--- src/rtl/led_blink_pkg.sv ---
package led_blink_pkg;

  typedef logic [2:0] rate_code_t;

  localparam rate_code_t CODE_DARK = 3'd0;
  localparam rate_code_t CODE_LIT  = 3'd7;

  // Rate multiplier q: nominal blink frequency times four.
  function automatic int unsigned rate_q(input rate_code_t c);
    case (c)
      3'd1:    rate_q = 1;
      3'd2:    rate_q = 2;
      3'd3:    rate_q = 4;
      3'd4:    rate_q = 8;
      3'd5:    rate_q = 12;
      3'd6:    rate_q = 16;
      default: rate_q = 1;
    endcase
  endfunction

  // Period in ticks, rounded to nearest.
  function automatic int unsigned period_ticks(input int unsigned base_hz, input rate_code_t c);
    int unsigned q;
    q = rate_q(c);
    period_ticks = (base_hz * 4 + q / 2) / q;
  endfunction

  // On-time in ticks: 10 % for code 1, 25 % for code 2, 50 % otherwise.
  function automatic int unsigned on_ticks(input int unsigned base_hz, input rate_code_t c);
    int unsigned q;
    q = rate_q(c);
    if (c == 3'd1)      on_ticks = (base_hz * 4) / 10;
    else if (c == 3'd2) on_ticks = (base_hz * 4) / (q * 4);
    else                on_ticks = (base_hz * 4) / (q * 2);
  endfunction

endpackage

--- src/rtl/led_rst_sync.sv ---
module led_rst_sync (
  input  logic clk,
  input  logic arst_n,
  output logic srst_n
);
  logic stage_q;
  logic out_q;

  always_ff @(posedge clk or negedge arst_n) begin
    if (!arst_n) begin
      stage_q <= 1'b0;
      out_q   <= 1'b0;
    end else begin
      stage_q <= 1'b1;
      out_q   <= stage_q;
    end
  end

  assign srst_n = out_q;
endmodule

--- src/rtl/led_rate_table.sv ---
module led_rate_table #(
  parameter int unsigned BASE_HZ = 32768,
  parameter int unsigned CW      = 18
) (
  input  led_blink_pkg::rate_code_t code_now_i,
  input  led_blink_pkg::rate_code_t code_next_i,
  output logic [CW-1:0]             period_now_o,
  output logic [CW-1:0]             on_next_o
);
  logic [CW-1:0] per_tab [8];
  logic [CW-1:0] on_tab  [8];

  for (genvar g = 0; g < 8; g++) begin : g_entry
    localparam int unsigned PER = led_blink_pkg::period_ticks(BASE_HZ, 3'(g));
    localparam int unsigned ONT = led_blink_pkg::on_ticks(BASE_HZ, 3'(g));
    assign per_tab[g] = CW'(PER);
    assign on_tab[g]  = CW'(ONT);
  end

  assign period_now_o = per_tab[code_now_i];
  assign on_next_o    = on_tab[code_next_i];
endmodule

--- src/rtl/led_period_ctr.sv ---
module led_period_ctr #(
  parameter int unsigned CW = 18
) (
  input  logic                      clk,
  input  logic                      rst_n,
  input  logic                      tick_i,
  input  logic                      blink_req_i,
  input  led_blink_pkg::rate_code_t sel_i,
  input  logic [CW-1:0]             period_i,
  output logic [CW-1:0]             cnt_q,
  output led_blink_pkg::rate_code_t act_q,
  output logic [CW-1:0]             cnt_n,
  output led_blink_pkg::rate_code_t act_n
);
  import led_blink_pkg::*;

  logic wrap;
  logic idle;

  assign idle = (act_q == CODE_DARK);
  assign wrap = (cnt_q == period_i - CW'(1));

  always_comb begin
    cnt_n = cnt_q;
    act_n = act_q;
    if (!blink_req_i) begin
      cnt_n = '0;
      act_n = CODE_DARK;
    end else if (idle) begin
      cnt_n = '0;
      act_n = sel_i;
    end else if (tick_i) begin
      if (wrap) begin
        cnt_n = '0;
        act_n = sel_i;
      end else begin
        cnt_n = cnt_q + CW'(1);
      end
    end
  end

  always_ff @(posedge clk or negedge rst_n) begin
    if (!rst_n) begin
      cnt_q <= '0;
      act_q <= CODE_DARK;
    end else begin
      cnt_q <= cnt_n;
      act_q <= act_n;
    end
  end


  cnt_range_chk: assert property (@(posedge clk) disable iff (!rst_n)
    (!idle) |-> (cnt_q < period_i));


  rate_hold_chk: assert property (@(posedge clk) disable iff (!rst_n)
    (!idle && blink_req_i && !(tick_i && wrap)) |=> $stable(act_q));


  tick_gate_chk: assert property (@(posedge clk) disable iff (!rst_n)
    (!idle && blink_req_i && !tick_i) |=> $stable(cnt_q));
endmodule

--- src/rtl/led_drive.sv ---
module led_drive #(
  parameter int unsigned CW = 18
) (
  input  logic          clk,
  input  logic          rst_n,
  input  logic          steady_i,
  input  logic          steady_val_i,
  input  logic [CW-1:0] cnt_n_i,
  input  logic [CW-1:0] on_n_i,
  output logic          led_o
);
  logic led_n;

  always_comb begin
    if (steady_i) led_n = steady_val_i;
    else          led_n = (cnt_n_i < on_n_i);
  end

  always_ff @(posedge clk or negedge rst_n) begin
    if (!rst_n) led_o <= 1'b0;
    else        led_o <= led_n;
  end
endmodule

--- src/rtl/led_blink_gen.sv ---
module led_blink_gen #(
  parameter int unsigned BASE_HZ = 32768
) (
  input  logic       clk,
  input  logic       rst_n,
  input  logic       tick_en,
  input  logic       run_mode,
  input  logic [2:0] rate_sel,
  output logic       led
);
  import led_blink_pkg::*;

  localparam int unsigned CW = $clog2(BASE_HZ * 4 + 1);

  logic          srst_n;
  logic          steady;
  logic          steady_val;
  logic          blink_req;
  logic [CW-1:0] cnt_q, cnt_n;
  rate_code_t    act_q, act_n;
  logic [CW-1:0] period_now;
  logic [CW-1:0] on_next;

  assign steady     = !run_mode || (rate_sel == CODE_DARK) || (rate_sel == CODE_LIT);
  assign steady_val = run_mode && (rate_sel == CODE_LIT);
  assign blink_req  = !steady;

  led_rst_sync u_sync (
    .clk    (clk),
    .arst_n (rst_n),
    .srst_n (srst_n)
  );

  led_rate_table #(.BASE_HZ(BASE_HZ), .CW(CW)) u_table (
    .code_now_i   (act_q),
    .code_next_i  (act_n),
    .period_now_o (period_now),
    .on_next_o    (on_next)
  );

  led_period_ctr #(.CW(CW)) u_ctr (
    .clk         (clk),
    .rst_n       (srst_n),
    .tick_i      (tick_en),
    .blink_req_i (blink_req),
    .sel_i       (rate_sel),
    .period_i    (period_now),
    .cnt_q       (cnt_q),
    .act_q       (act_q),
    .cnt_n       (cnt_n),
    .act_n       (act_n)
  );

  led_drive #(.CW(CW)) u_drive (
    .clk          (clk),
    .rst_n        (srst_n),
    .steady_i     (steady),
    .steady_val_i (steady_val),
    .cnt_n_i      (cnt_n),
    .on_n_i       (on_next),
    .led_o        (led)
  );


  dark_sel_chk: assert property (@(posedge clk) disable iff (!srst_n)
    (!run_mode || rate_sel == CODE_DARK) |=> !led);


  lit_sel_chk: assert property (@(posedge clk) disable iff (!srst_n)
    (run_mode && rate_sel == CODE_LIT) |=> led);


  period_open_chk: assert property (@(posedge clk) disable iff (!srst_n)
    (act_q != CODE_DARK && cnt_q == '0) |-> led);


  reset_dark_chk: assert property (@(posedge clk)
    (!srst_n) |-> !led);
endmodule

--- config.mk ---
export PLATFORM = sky130hd
export DESIGN_NAME = led_blink_gen
export DESIGN_NICKNAME = d
export VERILOG_FILES = /design/src/rtl/led_blink_pkg.sv /design/src/rtl/led_rst_sync.sv /design/src/rtl/led_rate_table.sv /design/src/rtl/led_period_ctr.sv /design/src/rtl/led_drive.sv /design/src/rtl/led_blink_gen.sv
export SDC_FILE = /design/constraint.sdc
export NUM_CORES = 1
export LEC_CHECK = 0
export BUFFER_PORTS_ARGS = -buffer_cell sky130_fd_sc_hd__buf_2
export CAP_MARGIN = 20
export CORE_MARGIN = 8
export CORE_UTILIZATION = 40
export DETAILED_ROUTE_END_ITERATION = 10
export SLEW_MARGIN = 25
export SYNTH_ARGS = -nofsm -noshare
export SYNTH_HDL_FRONTEND = slang
export SYNTH_SLANG_ARGS = --single-unit
--- constraint.sdc ---
create_clock -name clk -period 2.2 [get_ports clk]
set_clock_uncertainty 0.05 [all_clocks]
set_input_delay 0 -clock clk [delete_from_list [all_inputs] [get_ports clk]]
set_output_delay 0 -clock clk [all_outputs]
set_load 0.005 [all_outputs]
==> reports/results.md, run 1 <==
| Stage | Metric | Reported |
|:---|:---|:---|
| job | Max capacitance violation total | 0 |
| cells and area | Area used by multi-input combinational logic | 1660 um^2 |
| pwr | Lkg Pwr | 1.37 nW |
| outcome | Status | finished, violations left |
| worst hold path | Min-Delay Path Class | in -> reg |
| floorplanning | Initial Utilization | 0.418 |
| sta | Unrepaired setup endpoints after global routing | yes |
| pwr | PD cells | 604 nW/um^2 |
| cells and area | Count of antenna diodes in the layout | 0 |
| synthesis | Cell area after synthesis | 2000 um^2 |
| drt | Vias post-DR | 2046 |
| grt | Pin count of the biggest net entering global routing | 23 |
| cells and area | Final standard cell utilization of the core | 0.674 |
| clock network | Sinks on Clock Net | 24 |
| floorplanning | Cell row count | 25 |
| clock network | CTS H-tree lvls | 1 |
| sta | Final hold vios | 0 |
| synthesis | Most instantiated cells after synthesis | 24 x dfrtp_1, 22 x nor2_1, 21 x ha_1, 21 x nand2_1, 14 x nand3_1 |
| worst setup path | Maximum fanout count along the critical path | 4 |
| pwr | Maximum vdd drop | 0.525 mV |
| synthesis | Most instantiated library cell after synthesis | dfrtp_1 |
| cells and area | Number of nets in the layout | 347 |
| worst setup path | Startpoint type of the worst setup path | flip-flop |
| grt | Number of global-route vias before repair | 2107 |
| synthesis | Area share of the largest cell type after synthesis | 0.301 |
| synthesis | Top cell type by total area after synthesis | dfrtp_1 |
| sta | Max Clock Freq | 0.252 GHz |
| worst setup path | Critical path class | reg -> reg |
| grt | Initial antenna violation count | 0 |
| placed design | Routability congestion estimate | 0.855 |
| worst setup path | Arrival time of data at the critical path endpoint | 4.12 ns |
| drt | Detailed-router iteration count before antenna repair | 4 |
| drt | Antenna-violating nets left | 0 |
| synthesis | Post-synth ARST share | 1.00 |
| drt | DRC | 0 |
| clock network | CTS Root Cell | clkbuf_8 |
| cells and area | Area Growth Syn to Fin | 61.5% |
| clock network | Clock insertion delay at the later pin of the skew report | 0.27 ns |
| synthesis | Post-synth cell types | 48 |
| synthesis | Number of register bits inferred by synthesis | 24 |
| floorplanning | Die ar. | 7510 um^2 |
| sta | Fin. max-slew vios | 0 |
| clock network | Register clock-pin slew on the reported worst setup and hold paths | 0.10 ns |
| grt | First-pass GRT wire length | 10200 um |
| sta | Period utilization | 1.81 |
| sta | Final count of negative-setup-slack endpoints | 22 |
| synthesis | Primary FF master, synth | dfrtp_1 |
| floorplanning | Die span in x | 86.7 um |
| cells and area | Register area | 601 um^2 |
| placed design | IO Port Bufs | 7 |
| floorplanning | Die outline height | 86.7 um |
| clock network | CTS tree | yes |
| synthesis | Number of flops mapped to enable cells by yosys | 0 |
| synthesis | Top cells by area in the synthesized netlist | dfrtp_1 30%, ha_1 13%, xnor2_1 5.3% |
| synthesis | Mapped Nets | 259 |
| clock network | Number of CTS-inserted buffers | 3 |
| synthesis | Count of mapped cells out of synthesis | 231 |
| grt | Remaining Overflow, GRT | 0 |
| clock network | Max Buffers Root-to-Sink | 2 |
| synthesis | Synthesis warning total | 0 |
| drt | First DRT Iteration DRCs | 156 |
| grt | Combined global-route utilization of all metal layers | 0.172 |
| worst setup path | Data required time at the worst endpoint | 2.34 ns |
| floorplanning | Floorplan core area | 4790 um^2 |
| drt | Total detailed-routing wirelength | 6340 um |
| sta | Min cycle time layout | 3.98 ns |
| floorplanning | # IOs | 8 |
| drt | Average via count per standard cell | 5.31 |
| cells and area | Count of fill cells added during filler insertion | 394 |
| synthesis | Register area share after synthesis | 0.301 |
| sta | Worst hold margin | 0.0587 ns |
| outcome | Failing checks | negative setup slack |
| drt | Routed wire length per instance | 16.5 um |
| cells and area | Layout cell share with drive strength beyond 1 | 0.484 |
| sta | Setup slack after layout | -1.78 ns |
| synthesis | Mean instance size in the synthesized netlist | 8.65 um^2 |
| placed design | Sum of net half-perimeters after detailed placement | 4350 um |
| worst setup path | Kind of capture point of the worst setup path | flip-flop |
power by group:
group | internal (mW) | total (mW) | switching, mW
Sequential | 0.460 | 0.479 | 0.0189
Combinational | 0.571 | 1.06 | 0.493
Clock | 0.244 | 0.407 | 0.164
critical path, stage by stage (launching register included):
cell       delay [ns]
dfrtp_1          0.42
inv_2            0.09
ha_4             0.22
nor3_4           0.22
buf_4            0.14
mux2i_1          0.19
mux2i_2          0.12
a2111oi_4        0.39
buf_4            0.19
or2_4            0.11
nand2_2          0.06
o21ai_4          0.09
ha_4             0.19
nand2b_4         0.06
ha_2             0.17
nand2b_4         0.15
o32a_1           0.34
o21a_1           0.20
o221ai_2         0.20
a31oi_2          0.13
a211oi_2         0.15
cell families (layout without fill, tap and decap cells):
kind of cell	count (synthesis)	in the layout	synth area share
AO/OA/AOI/OAI	35	35	0.133
XOR/XNOR	20	20	0.0877
adder cells (fa/ha/maj)	21	21	0.131
buffers and inverters	23	110	0.0476
flip-flops	24	24	0.301
multiplexers	7	7	0.0357
other	1	1	0.00188
AND/OR/NAND/NOR	100	100	0.262
cells in the final DEF, fill, tap and decap left out, types with 3 or more instances in the layout:
| master | instances |
|---|---|
| buf_2 | 7 |
| nor2_1 | 10 |
| nor2_4 | 9 |
| o21a_1 | 3 |
| ha_4 | 5 |
| inv_2 | 3 |
| buf_6 | 9 |
| nand4_1 | 8 |
| or3_1 | 4 |
| mux2i_1 | 5 |
| ha_1 | 12 |
| clkbuf_8 | 3 |
| nand2b_4 | 3 |
| nor3_4 | 3 |
| buf_8 | 3 |
| ha_2 | 4 |
| xor2_1 | 8 |
| nand2_2 | 3 |
| nand3_1 | 13 |
| nand2b_1 | 5 |
| o21ai_0 | 6 |
| nand2_1 | 18 |
| buf_4 | 70 |
| nor2_2 | 3 |
| xnor2_1 | 11 |
| a21oi_2 | 4 |
| inv_1 | 10 |
| dfrtp_1 | 24 |
worst paths after layout:
kind / startpoint / endpoint / slack [ns] / depth (start not counted)
max in group asynchronous: rst_n / u_sync.srst_n$_DFF_PN0_ / 1.47 / 3
min reg2reg: u_sync.srst_n$_DFF_PN0_ / u_ctr.cnt_q[6]$_DFF_PN0_ / 0.18 / 1
min: rate_sel[1] / u_drive.led_o$_DFF_PN0_ / 0.06 / 3
max: u_ctr.act_q[0]$_DFF_PN0_ / u_drive.led_o$_DFF_PN0_ / -1.78 / 20
max reg2reg: u_ctr.act_q[0]$_DFF_PN0_ / u_drive.led_o$_DFF_PN0_ / -1.78 / 20
min in group asynchronous: u_sync.srst_n$_DFF_PN0_ / u_ctr.cnt_q[6]$_DFF_PN0_ / 0.18 / 1
sequential cells by signal, summed over array words and instances (netlist names):
signal	count
u_ctr.cnt_q	18
u_sync.srst_n	1
u_sync.stage_q	1
u_ctr.act_q	3
u_drive.led_o	1
metal layers:
layer | GRT usage | part of all wire | up-vias
li1 | - | - | 991
met1 | 0.214 | 0.44 | 1005
met2 | 0.303 | 0.51 | 40
met3 | 0.0189 | 0.031 | 10
met4 | 0.0469 | 0.022 | 0
met5 | 0 | 0 | -
cell type report:
| cell class | count | area share |
|---|---|---|
| clock inverter | 1 | 0.00931 |
| timing repair buffer | 93 | 0.238 |
| inverter | 13 | 0.0151 |
| multi-input combinational | 184 | 0.513 |
| sequential | 24 | 0.186 |
| tap | 67 | 0.0260 |
| clock buffer | 3 | 0.0128 |
metrics by stage:
step | setup TNS, ns | total power, mW | cell area [um^2] | setup slack, ns | std cells
after floorplan | -8.65 | 0.978 | 2120 | -1.76 | 231
after detailed placement | -10.19 | 1.22 | 2640 | -1.96 | 357
after global placement | -9.54 | 1.22 | 2640 | -1.90 | 357
final | -12.65 | 1.95 | 3230 | -1.78 | 385
after CTS | -10.79 | 1.88 | 3160 | -1.70 | 382
after global routing | -16.11 | 2.05 | 3230 | -2.00 | 385
timing repair:
action,in CTS,in global routing
setup buffers,19,5
hold endpoints to repair,2,0
pin swaps,15,5
setup endpoints to repair,22,22
resized for setup,60,11
hold buffers,2,0
Note: power is estimated with default switching activity, not from simulation.
==> run 2, diff against run 1 <==
--- a/config.mk
+++ b/config.mk
@@ -7,9 +7,11 @@
 export LEC_CHECK = 0
 export BUFFER_PORTS_ARGS = -buffer_cell sky130_fd_sc_hd__buf_2
 export CAP_MARGIN = 20
+export CORE_ASPECT_RATIO = 1.25
 export CORE_MARGIN = 8
 export CORE_UTILIZATION = 40
 export DETAILED_ROUTE_END_ITERATION = 10
+export MAX_ROUTING_LAYER = met4
 export SLEW_MARGIN = 25
 export SYNTH_ARGS = -nofsm -noshare
 export SYNTH_HDL_FRONTEND = slang
==> constraint.sdc (replaced) <==
create_clock -name clk -period 3.6 [get_ports clk]
set_clock_uncertainty 0.05 [all_clocks]
set_input_delay 0 -clock clk [delete_from_list [all_inputs] [get_ports clk]]
set_output_delay 0 -clock clk [all_outputs]
set_load 0.005 [all_outputs]
==> run 2 against run 1 <==
The flow still finishes with violations (negative setup slack). Sequential power shrank 38%. Via count down 8.6%. Total power down 45%. Cell area is 11% lower. Flip-flop and latch count unchanged. Clock power shrank 41%. Critical path depth did not move. Worst setup slack improved by 1.5 ns. Fmax up 1.8%. Critical path type unchanged. Largest power group unchanged. Highest routed layer unchanged.
==> reports/results.md, run 2 (same netlist as run 1, synthesis figures left out) <==
| Stage | Metric | Reported | vs previous |
|:---|:---|:---|:---|
| cells and area | Most common library cell in the layout ignoring fill and taps | buf_4 | unchanged |
| drt | Total detailed-routing wirelength | 5360 um | was 6340 um |
| worst setup path | Delay contributed by the slowest stage of the critical path | 0.41 ns | was 0.42 ns |
| worst setup path | Cell type with the highest occurrence count on the critical path | ha_4 |  |
| placed design | Post-place instance area | 2420 um^2 | was 2640 um^2 |
| grt | Number of global-route vias before repair | 1915 | was 2107 |
| clock network | Max Buffers Root-to-Sink | 2 | unchanged |
| clock network | Clock insertion delay at the later pin of the skew report | 0.27 ns | about the same |
| drt | Average via count per standard cell | 5.42 | was 5.31 |
| floorplanning | Die outline height | 95.0 um | was 86.7 um |
| floorplanning | Initial Utilization | 0.419 | was 0.418 |
| grt | Combined global-route utilization of all metal layers | 0.155 | was 0.172 |
| cells and area | Biggest regs | u_ctr.cnt_q (18), u_ctr.act_q (3) | unchanged |
| worst setup path | Data required time at the worst endpoint | 3.71 ns | was 2.34 ns |
| outcome | Failing checks | negative setup slack | unchanged |
| sta | Unrepaired setup endpoints after global routing | yes | unchanged |
| pwr | Relative contribution of the clock network to total power | 0.224 | was 0.209 |
| sta | Final hold vios | 0 | unchanged |
| sta | Final count of negative-setup-slack endpoints | 1 | was 22 |
| sta | Fin. max-slew vios | 0 | unchanged |
| sta | Max-Slew Margin vs Limit | 0.371 |  |
| sta | Max Clock Freq | 0.256 GHz | was 0.252 GHz |
| sta | Worst hold margin | 0.0421 ns | was 0.0587 ns |
| pwr | Net switching power of the design | 0.364 mW | was 0.675 mW |
| job | Max capacitance violation total | 0 | unchanged |
| worst setup path | Maximum fanout count along the critical path | 4 | unchanged |
| worst setup path | Critical path class | reg -> reg | unchanged |
| drt | DRC | 0 | unchanged |
| placed design | Placed insts | 324 | was 357 |
| drt | Vias post-DR | 1870 | was 2046 |
| placed design | IO Port Bufs | 7 | unchanged |
| pwr | Internal Power | 0.717 mW | was 1.28 mW |
| worst setup path | Critical Path Slowest Stage Cell | dfrtp_2 | was dfrtp_1 |
| grt | Remaining Overflow, GRT | 0 | unchanged |
| floorplanning | Die span in x | 79.2 um | was 86.7 um |
| worst setup path | Arrival time of data at the critical path endpoint | 4.01 ns | was 4.12 ns |
| floorplanning | Cell row count | 28 | was 25 |
| pwr | Maximum vdd drop | 0.203 mV | was 0.525 mV |
| drt | Antenna-violating nets left | 0 | unchanged |
| sta | Period utilization | 1.08 | was 1.81 |
| clock network | CTS Root Cell | clkbuf_8 | unchanged |
| pwr | PD cells | 378 nW/um^2 | was 604 nW/um^2 |
| pwr | Switching fraction of total power | 0.337 | was 0.346 |
| cells and area | Final instance area | 2860 um^2 | was 3230 um^2 |
| grt | First-pass GRT wire length | 9000 um | was 10200 um |
| placed design | Routability congestion estimate | 0.859 | was 0.855 |
| cells and area | Area Growth Syn to Fin | 43.3% | was 61.5% |
| pwr | Lkg Pwr | 1.20 nW | was 1.37 nW |
| sta | Setup slack after layout | -0.304 ns | was -1.78 ns |
| floorplanning | Floorplan core area | 4760 um^2 | was 4790 um^2 |
| cells and area | Layout cell share with drive strength beyond 1 | 0.404 | was 0.484 |
| pwr | Sequential share of power | 0.277 | was 0.246 |
| worst setup path | Cell breakdown of the critical path | inv_2 > ha_4 > nand2_4 > ha_4 > xnor2_2 > nor3_2 > nand2_1 > a2111oi_4 > buf_4 > nand2b_4 > nor2_2 > o221a_4 > ha_4 > mux2_4 > ha_4 > buf_4 > nand2_1 > o31a_1 > a31oi_1 > a211oi_2 | was inv_2 > ha_4 > nor3_4 > buf_4 > mux2i_1 > mux2i_2 > a2111oi_4 > buf_4 > or2_4 > nand2_2 > o21ai_4 > ha_4 > nand2b_4 > ha_2 > nand2b_4 > o32a_1 > o21a_1 > o221ai_2 > a31oi_2 > a211oi_2 |
| clock network | CTS tree | yes | unchanged |
| worst setup path | Startpoint type of the worst setup path | flip-flop | unchanged |
| drt | Detailed-router iteration count before antenna repair | 4 | unchanged |
| grt | Pin count of the biggest net entering global routing | 23 | unchanged |
| sta | Min cycle time layout | 3.90 ns | was 3.98 ns |
| worst hold path | Min-Delay Path Class | in -> reg | unchanged |
| drt | Routed wire length per instance | 15.5 um | was 16.5 um |
| clock network | CTS H-tree lvls | 1 | unchanged |
| drt | First DRT Iteration DRCs | 70 | was 156 |
| grt | Initial antenna violation count | 0 | unchanged |
| cells and area | Final standard cell utilization of the core | 0.601 | was 0.674 |
| outcome | Status | finished, violations left | unchanged |
| cells and area | Number of flip-flops under the largest register name | 18 | unchanged |
| worst setup path | Kind of capture point of the worst setup path | flip-flop | unchanged |
| cells and area | Register ranked first by flip-flop count | u_ctr.cnt_q | unchanged |
| cells and area | Finished Layout Cells | 345 | was 385 |
| sta | Transition time of the tightest slew-check pin | 0.944 ns |  |
| clock network | Sinks on Clock Net | 24 | unchanged |
| cells and area | Number of nets in the layout | 314 | was 347 |
| cells and area | Highest-count cells in the layout ignoring fill and taps | 47 x buf_4, 23 x dfrtp_1, 21 x nor2_1 | was 70 x buf_4, 24 x dfrtp_1, 18 x nand2_1 |
| pwr | Total design power | 1.08 mW | was 1.95 mW |
| placed design | Sum of net half-perimeters after detailed placement | 4010 um | was 4350 um |
| clock network | Register clock-pin slew on the reported worst setup and hold paths | 0.09 ns | was 0.10 ns |
| cells and area | Count of antenna diodes in the layout | 0 | unchanged |
| floorplanning | # IOs | 8 | unchanged |
| pwr | Combinational share of power | 0.500 | was 0.546 |
| floorplanning | Die ar. | 7530 um^2 | was 7510 um^2 |
| cells and area | Count of fill cells added during filler insertion | 434 | was 394 |
| clock network | Number of CTS-inserted buffers | 3 | unchanged |
-- run 2: layout make-up --
cell class / count / area [um^2] / share of cell area
inverters: 13 / 48.8 / 0.0170
well taps: 60 / 75.1 / 0.0262
clock buffers: 3 / 41.3 / 0.0144
flip-flops and latches: 24 / 602 / 0.210
clock inverters: 1 / 30.0 / 0.0105
repair buffers: 60 / 453 / 0.158
multi-input cells: 184 / 1610 / 0.563
-- run 2: per-layer routing --
layer	GRT usage	part of all wire	vias to the layer above	wire length, um
met5	-	0	-	0
met2	0.262	0.50	42	2660
li1	-	-	924	-
met3	0.0151	0.021	23	115
met4	0.0820	0.048	0	256
met1	0.177	0.43	881	2330
-- run 2: per-stage QoR --
step                      setup slack (ns)  setup TNS, ns
after floorplan                     -0.357         -0.357
after global placement              -0.492         -0.492
after detailed placement            -0.563         -0.563
after CTS                           -0.347         -0.347
after global routing                -0.542         -0.542
final                               -0.304         -0.304
-- run 2: timing repair --
action	in CTS	in global routing
setup buffers	11	5
hold buffers	2	0
gates cloned	0	0
endpoints found under the hold margin	2	0
endpoints found under the setup margin	1	1
pin swaps	23	17
gates resized for setup	29	18
-- run 2: power by group through the flow --
stage	clock [mW]	sequential [mW]	combinational [mW]
2_1_floorplan	0	0.300	0.291
3_3_place_gp	0	0.301	0.421
3_5_place_dp	0	0.302	0.424
4_1_cts	0.246	0.298	0.501
5_1_grt	0.255	0.302	0.596
6_report	0.242	0.299	0.540
-- run 2: critical path: cells and delay by family, from the launching register on --
family / cells / cell delay, ns
AOI/OAI and AO/OA: 5 / 1.05
xor gates and xnor gates: 1 / 0.13
adders and majority gates: 4 / 1.00
buffers and inverters: 3 / 0.36
DFF: 1 / 0.41
muxes: 1 / 0.26
and+or+nand+nor: 6 / 0.53
-- run 2: path summary, 6_finish.rpt --
path / from / end / cells after the start / slack, ns
min in group asynchronous: u_sync.srst_n$_DFF_PN0_ / u_ctr.act_q[2]$_DFF_PN0_ / 0 / 0.34
min reg2reg: u_sync.stage_q$_DFF_PN0_ / u_sync.srst_n$_DFF_PN0_ / 0 / 0.32
max in group asynchronous: u_sync.srst_n$_DFF_PN0_ / u_ctr.act_q[0]$_DFF_PN0_ / 0 / 2.52
max: u_ctr.act_q[0]$_DFF_PN0_ / u_drive.led_o$_DFF_PN0_ / 20 / -0.30
min: run_mode / u_drive.led_o$_DFF_PN0_ / 3 / 0.04
max reg2reg: u_ctr.act_q[0]$_DFF_PN0_ / u_drive.led_o$_DFF_PN0_ / 20 / -0.30
==> run 3, diff against run 2 <==
--- a/config.mk
+++ b/config.mk
@@ -7,11 +7,10 @@
 export LEC_CHECK = 0
 export BUFFER_PORTS_ARGS = -buffer_cell sky130_fd_sc_hd__buf_2
 export CAP_MARGIN = 20
-export CORE_ASPECT_RATIO = 1.25
+export CORE_ASPECT_RATIO = 1.2
 export CORE_MARGIN = 8
 export CORE_UTILIZATION = 40
 export DETAILED_ROUTE_END_ITERATION = 10
-export MAX_ROUTING_LAYER = met4
 export SLEW_MARGIN = 25
 export SYNTH_ARGS = -nofsm -noshare
 export SYNTH_HDL_FRONTEND = slang
==> run 3 against run 2 <==
The run still ends with negative setup slack left. Sequential power hardly changed. Cell count is 2.6% lower. Count of clock-buffer cells in the layout stayed put. Critical endpoint unchanged.
==> reports/results.md, run 3 (same netlist as run 1, synthesis figures left out) <==
| Stage | Metric | Reported | vs previous |
|:---|:---|:---|:---|
| outcome | Status | finished, violations left | unchanged |
| outcome | Failing checks | negative setup slack | unchanged |
| grt | Remaining Overflow, GRT | 0 | unchanged |
| grt | Global-route layer with the greatest usage | met2 | unchanged |
| cells and area | Register area | 602 um^2 | unchanged |
| cells and area | Number of nets in the layout | 305 | was 314 |
| cells and area | Final standard cell utilization of the core | 0.555 | was 0.601 |
| grt | Pin count of the biggest net entering global routing | 23 | unchanged |
| floorplanning | Die ar. | 7520 um^2 | was 7530 um^2 |
| cells and area | Biggest regs | u_ctr.cnt_q (18), u_ctr.act_q (3) | unchanged |
| drt | First DRT Iteration DRCs | 29 | was 70 |
| drt | Average via count per standard cell | 5.34 | was 5.42 |
| cells and area | Area Growth Syn to Fin | 35.2% | was 43.3% |
| clock network | Register clock-pin slew on the reported worst setup and hold paths | 0.09 ns | about the same |
| sta | Final hold vios | 0 | unchanged |
| grt | Initial antenna violation count | 0 | unchanged |
| cells and area | Count of fill cells added during filler insertion | 450 | was 434 |
| clock network | CTS H-tree lvls | 1 | unchanged |
| clock network | CTS Root Cell | clkbuf_8 | unchanged |
| placed design | Routability congestion estimate | 0.863 | was 0.859 |
| grt | Combined global-route utilization of all metal layers | 0.145 | was 0.155 |
| drt | DRC | 0 | unchanged |
| sta | Max Clock Freq | 0.255 GHz | was 0.256 GHz |
| worst setup path | FF-to-FF End | u_drive.led_o$_DFF_PN0_ | unchanged |
| worst setup path | Maximum fanout count along the critical path | 4 | unchanged |
| worst setup path | Critical path class | reg -> reg | unchanged |
| placed design | Sum of net half-perimeters after detailed placement | 4190 um | was 4010 um |
| cells and area | Most common library cell in the layout ignoring fill and taps | buf_4 | unchanged |
| placed design | Placed insts | 324 | unchanged |
| drt | Routed wire length per instance | 15.3 um | was 15.5 um |
| sta | Max-Slew Margin vs Limit | 0.658 | was 0.371 |
| sta | Unrepaired setup endpoints after global routing | yes | unchanged |
| floorplanning | Cell row count | 28 | unchanged |
| sta | Setup slack after layout | -0.322 ns | was -0.304 ns |
| cells and area | Finished Layout Cells | 336 | was 345 |
| drt | Antenna-violating nets left | 0 | unchanged |
| placed design | IO Port Bufs | 7 | unchanged |
| drt | Vias post-DR | 1793 | was 1870 |
| worst setup path | Kind of capture point of the worst setup path | flip-flop | unchanged |
| pwr | Maximum vdd drop | 0.249 mV | was 0.203 mV |
| floorplanning | # IOs | 8 | unchanged |
| worst hold path | Min-Delay Path Class | in -> reg | unchanged |
| grt | GR met2 Demand/Resource | 0.259 | was 0.262 |
| clock network | Clock insertion delay at the later pin of the skew report | 0.27 ns | about the same |
| job | Max capacitance violation total | 0 | unchanged |
| clock network | Max Buffers Root-to-Sink | 2 | unchanged |
| sta | Fin. max-slew vios | 0 | unchanged |
| clock network | Number of CTS-inserted buffers | 3 | unchanged |
| cells and area | Highest-count cells in the layout ignoring fill and taps | 40 x buf_4, 23 x dfrtp_1, 21 x nor2_1 | was 47 x buf_4, 23 x dfrtp_1, 21 x nor2_1 |
| pwr | PD cells | 388 nW/um^2 | was 378 nW/um^2 |
| clock network | Sinks on Clock Net | 24 | unchanged |
| drt | Total detailed-routing wirelength | 5160 um | was 5360 um |
| cells and area | Count of antenna diodes in the layout | 0 | unchanged |
| worst setup path | Data required time at the worst endpoint | 3.71 ns | about the same |
| cells and area | Register ranked first by flip-flop count | u_ctr.cnt_q | unchanged |
| sta | Min cycle time layout | 3.92 ns | was 3.90 ns |
| cells and area | Area used by multi-input combinational logic | 1530 um^2 | was 1610 um^2 |
| clock network | CTS tree | yes | unchanged |
| floorplanning | Die outline height | 93.4 um | was 95.0 um |
| floorplanning | Initial Utilization | 0.410 | was 0.419 |
| grt | Met3 demand-to-capacity share in global routing | 0.0211 | was 0.0151 |
| worst setup path | Worst r2r src | u_ctr.act_q[0]$_DFF_PN0_ | unchanged |
| worst hold path | Hold path cells | 3 | unchanged |
| grt | GR Layer Usage met1 | 0.164 | was 0.177 |
| grt | First-pass GRT wire length | 8690 um | was 9000 um |
| worst setup path | Worst reg2reg setup slack | -0.32 ns | was -0.30 ns |
| drt | Detailed-router iteration count before antenna repair | 4 | unchanged |
| cells and area | Layout cell share with drive strength beyond 1 | 0.348 | was 0.404 |
| sta | Final count of negative-setup-slack endpoints | 1 | unchanged |
| pwr | Lkg Pwr | 1.13 nW | was 1.20 nW |
| floorplanning | Die span in x | 80.5 um | was 79.2 um |
| grt | Number of global-route vias before repair | 1865 | was 1915 |
| worst hold path | Hold-critical path endpoint | u_drive.led_o$_DFF_PN0_ | unchanged |
| sta | Period utilization | 1.09 | was 1.08 |
| cells and area | Number of flip-flops under the largest register name | 18 | unchanged |
| worst hold path | Min-delay src | run_mode | unchanged |
| worst setup path | Startpoint type of the worst setup path | flip-flop | unchanged |
| floorplanning | Floorplan core area | 4870 um^2 | was 4760 um^2 |
| sta | Transition time of the tightest slew-check pin | 0.513 ns | was 0.944 ns |
| worst setup path | FF-to-FF path depth | 18 | was 20 |
| worst setup path | Arrival time of data at the critical path endpoint | 4.03 ns | was 4.01 ns |
run 3: cell type report:
type,instances,area share
Tap cell,60,0.0278
Sequential cell,24,0.223
Timing Repair Buffer,51,0.140
Clock buffer,3,0.0153
Multi-Input combinational cell,184,0.565
Clock inverter,1,0.0111
Inverter,13,0.0181
run 3: worst max-delay path by stage:
stage | to | depth (start not counted) | start
floorplan | u_drive.led_o$_DFF_PN0_ | 17 | u_ctr.act_q[1]$_DFF_PN0_
global placement | u_drive.led_o$_DFF_PN0_ | 17 | u_ctr.act_q[0]$_DFF_PN0_
detailed placement | u_drive.led_o$_DFF_PN0_ | 17 | u_ctr.act_q[0]$_DFF_PN0_
CTS | u_drive.led_o$_DFF_PN0_ | 18 | u_ctr.act_q[0]$_DFF_PN0_
global route | u_drive.led_o$_DFF_PN0_ | 20 | u_ctr.act_q[0]$_DFF_PN0_
finish | u_drive.led_o$_DFF_PN0_ | 18 | u_ctr.act_q[0]$_DFF_PN0_
run 3: repair_timing:
action,CTS,global route
setup endpoints to repair,1,1
endpoints found under the hold margin,2,0
setup buffers,5,1
resized for setup,16,12
hold buffers,2,0
pin swaps,16,11
run 3: worst max-delay path: stages, from the launching register on:
cell       delay, ns
dfrtp_1         0.44
inv_2           0.08
ha_4            0.24
buf_4           0.13
nor3_4          0.16
mux2i_2         0.11
or3_4           0.36
a2111oi_4       0.39
nand2b_4        0.22
nor2_2          0.04
o221a_4         0.24
ha_4            0.21
mux2_4          0.27
ha_4            0.28
buf_6           0.09
nand2_1         0.04
o31a_1          0.23
a31oi_1         0.20
a211oi_2        0.05
run 3: metrics by stage:
stage / setup TNS (ns) / hold slack (ns) / power (mW) / worst slack [ns] / cell area, um^2
global placement: -0.491 / -0.266 / 0.727 / -0.491 / 2420
CTS: -0.304 / 0.0361 / 1.03 / -0.304 / 2640
finish: -0.322 / 0.0292 / 1.05 / -0.322 / 2700
global route: -0.524 / 0.0524 / 1.11 / -0.524 / 2700
detailed placement: -0.506 / -0.263 / 0.730 / -0.506 / 2420
floorplan: -0.357 / -0.346 / 0.591 / -0.357 / 2090
run 3: power breakdown:
group          internal [mW]  switching (mW)
Clock                  0.149          0.0920
Sequential             0.281          0.0154
Combinational          0.273           0.238
run 3: metal layers:
| metal | vias to the layer above | share of wire |
|---|---|---|
| li1 | 909 | - |
| met1 | 852 | 0.42 |
| met2 | 20 | 0.53 |
| met3 | 12 | 0.024 |
| met4 | 0 | 0.026 |
| met5 | - | 0 |
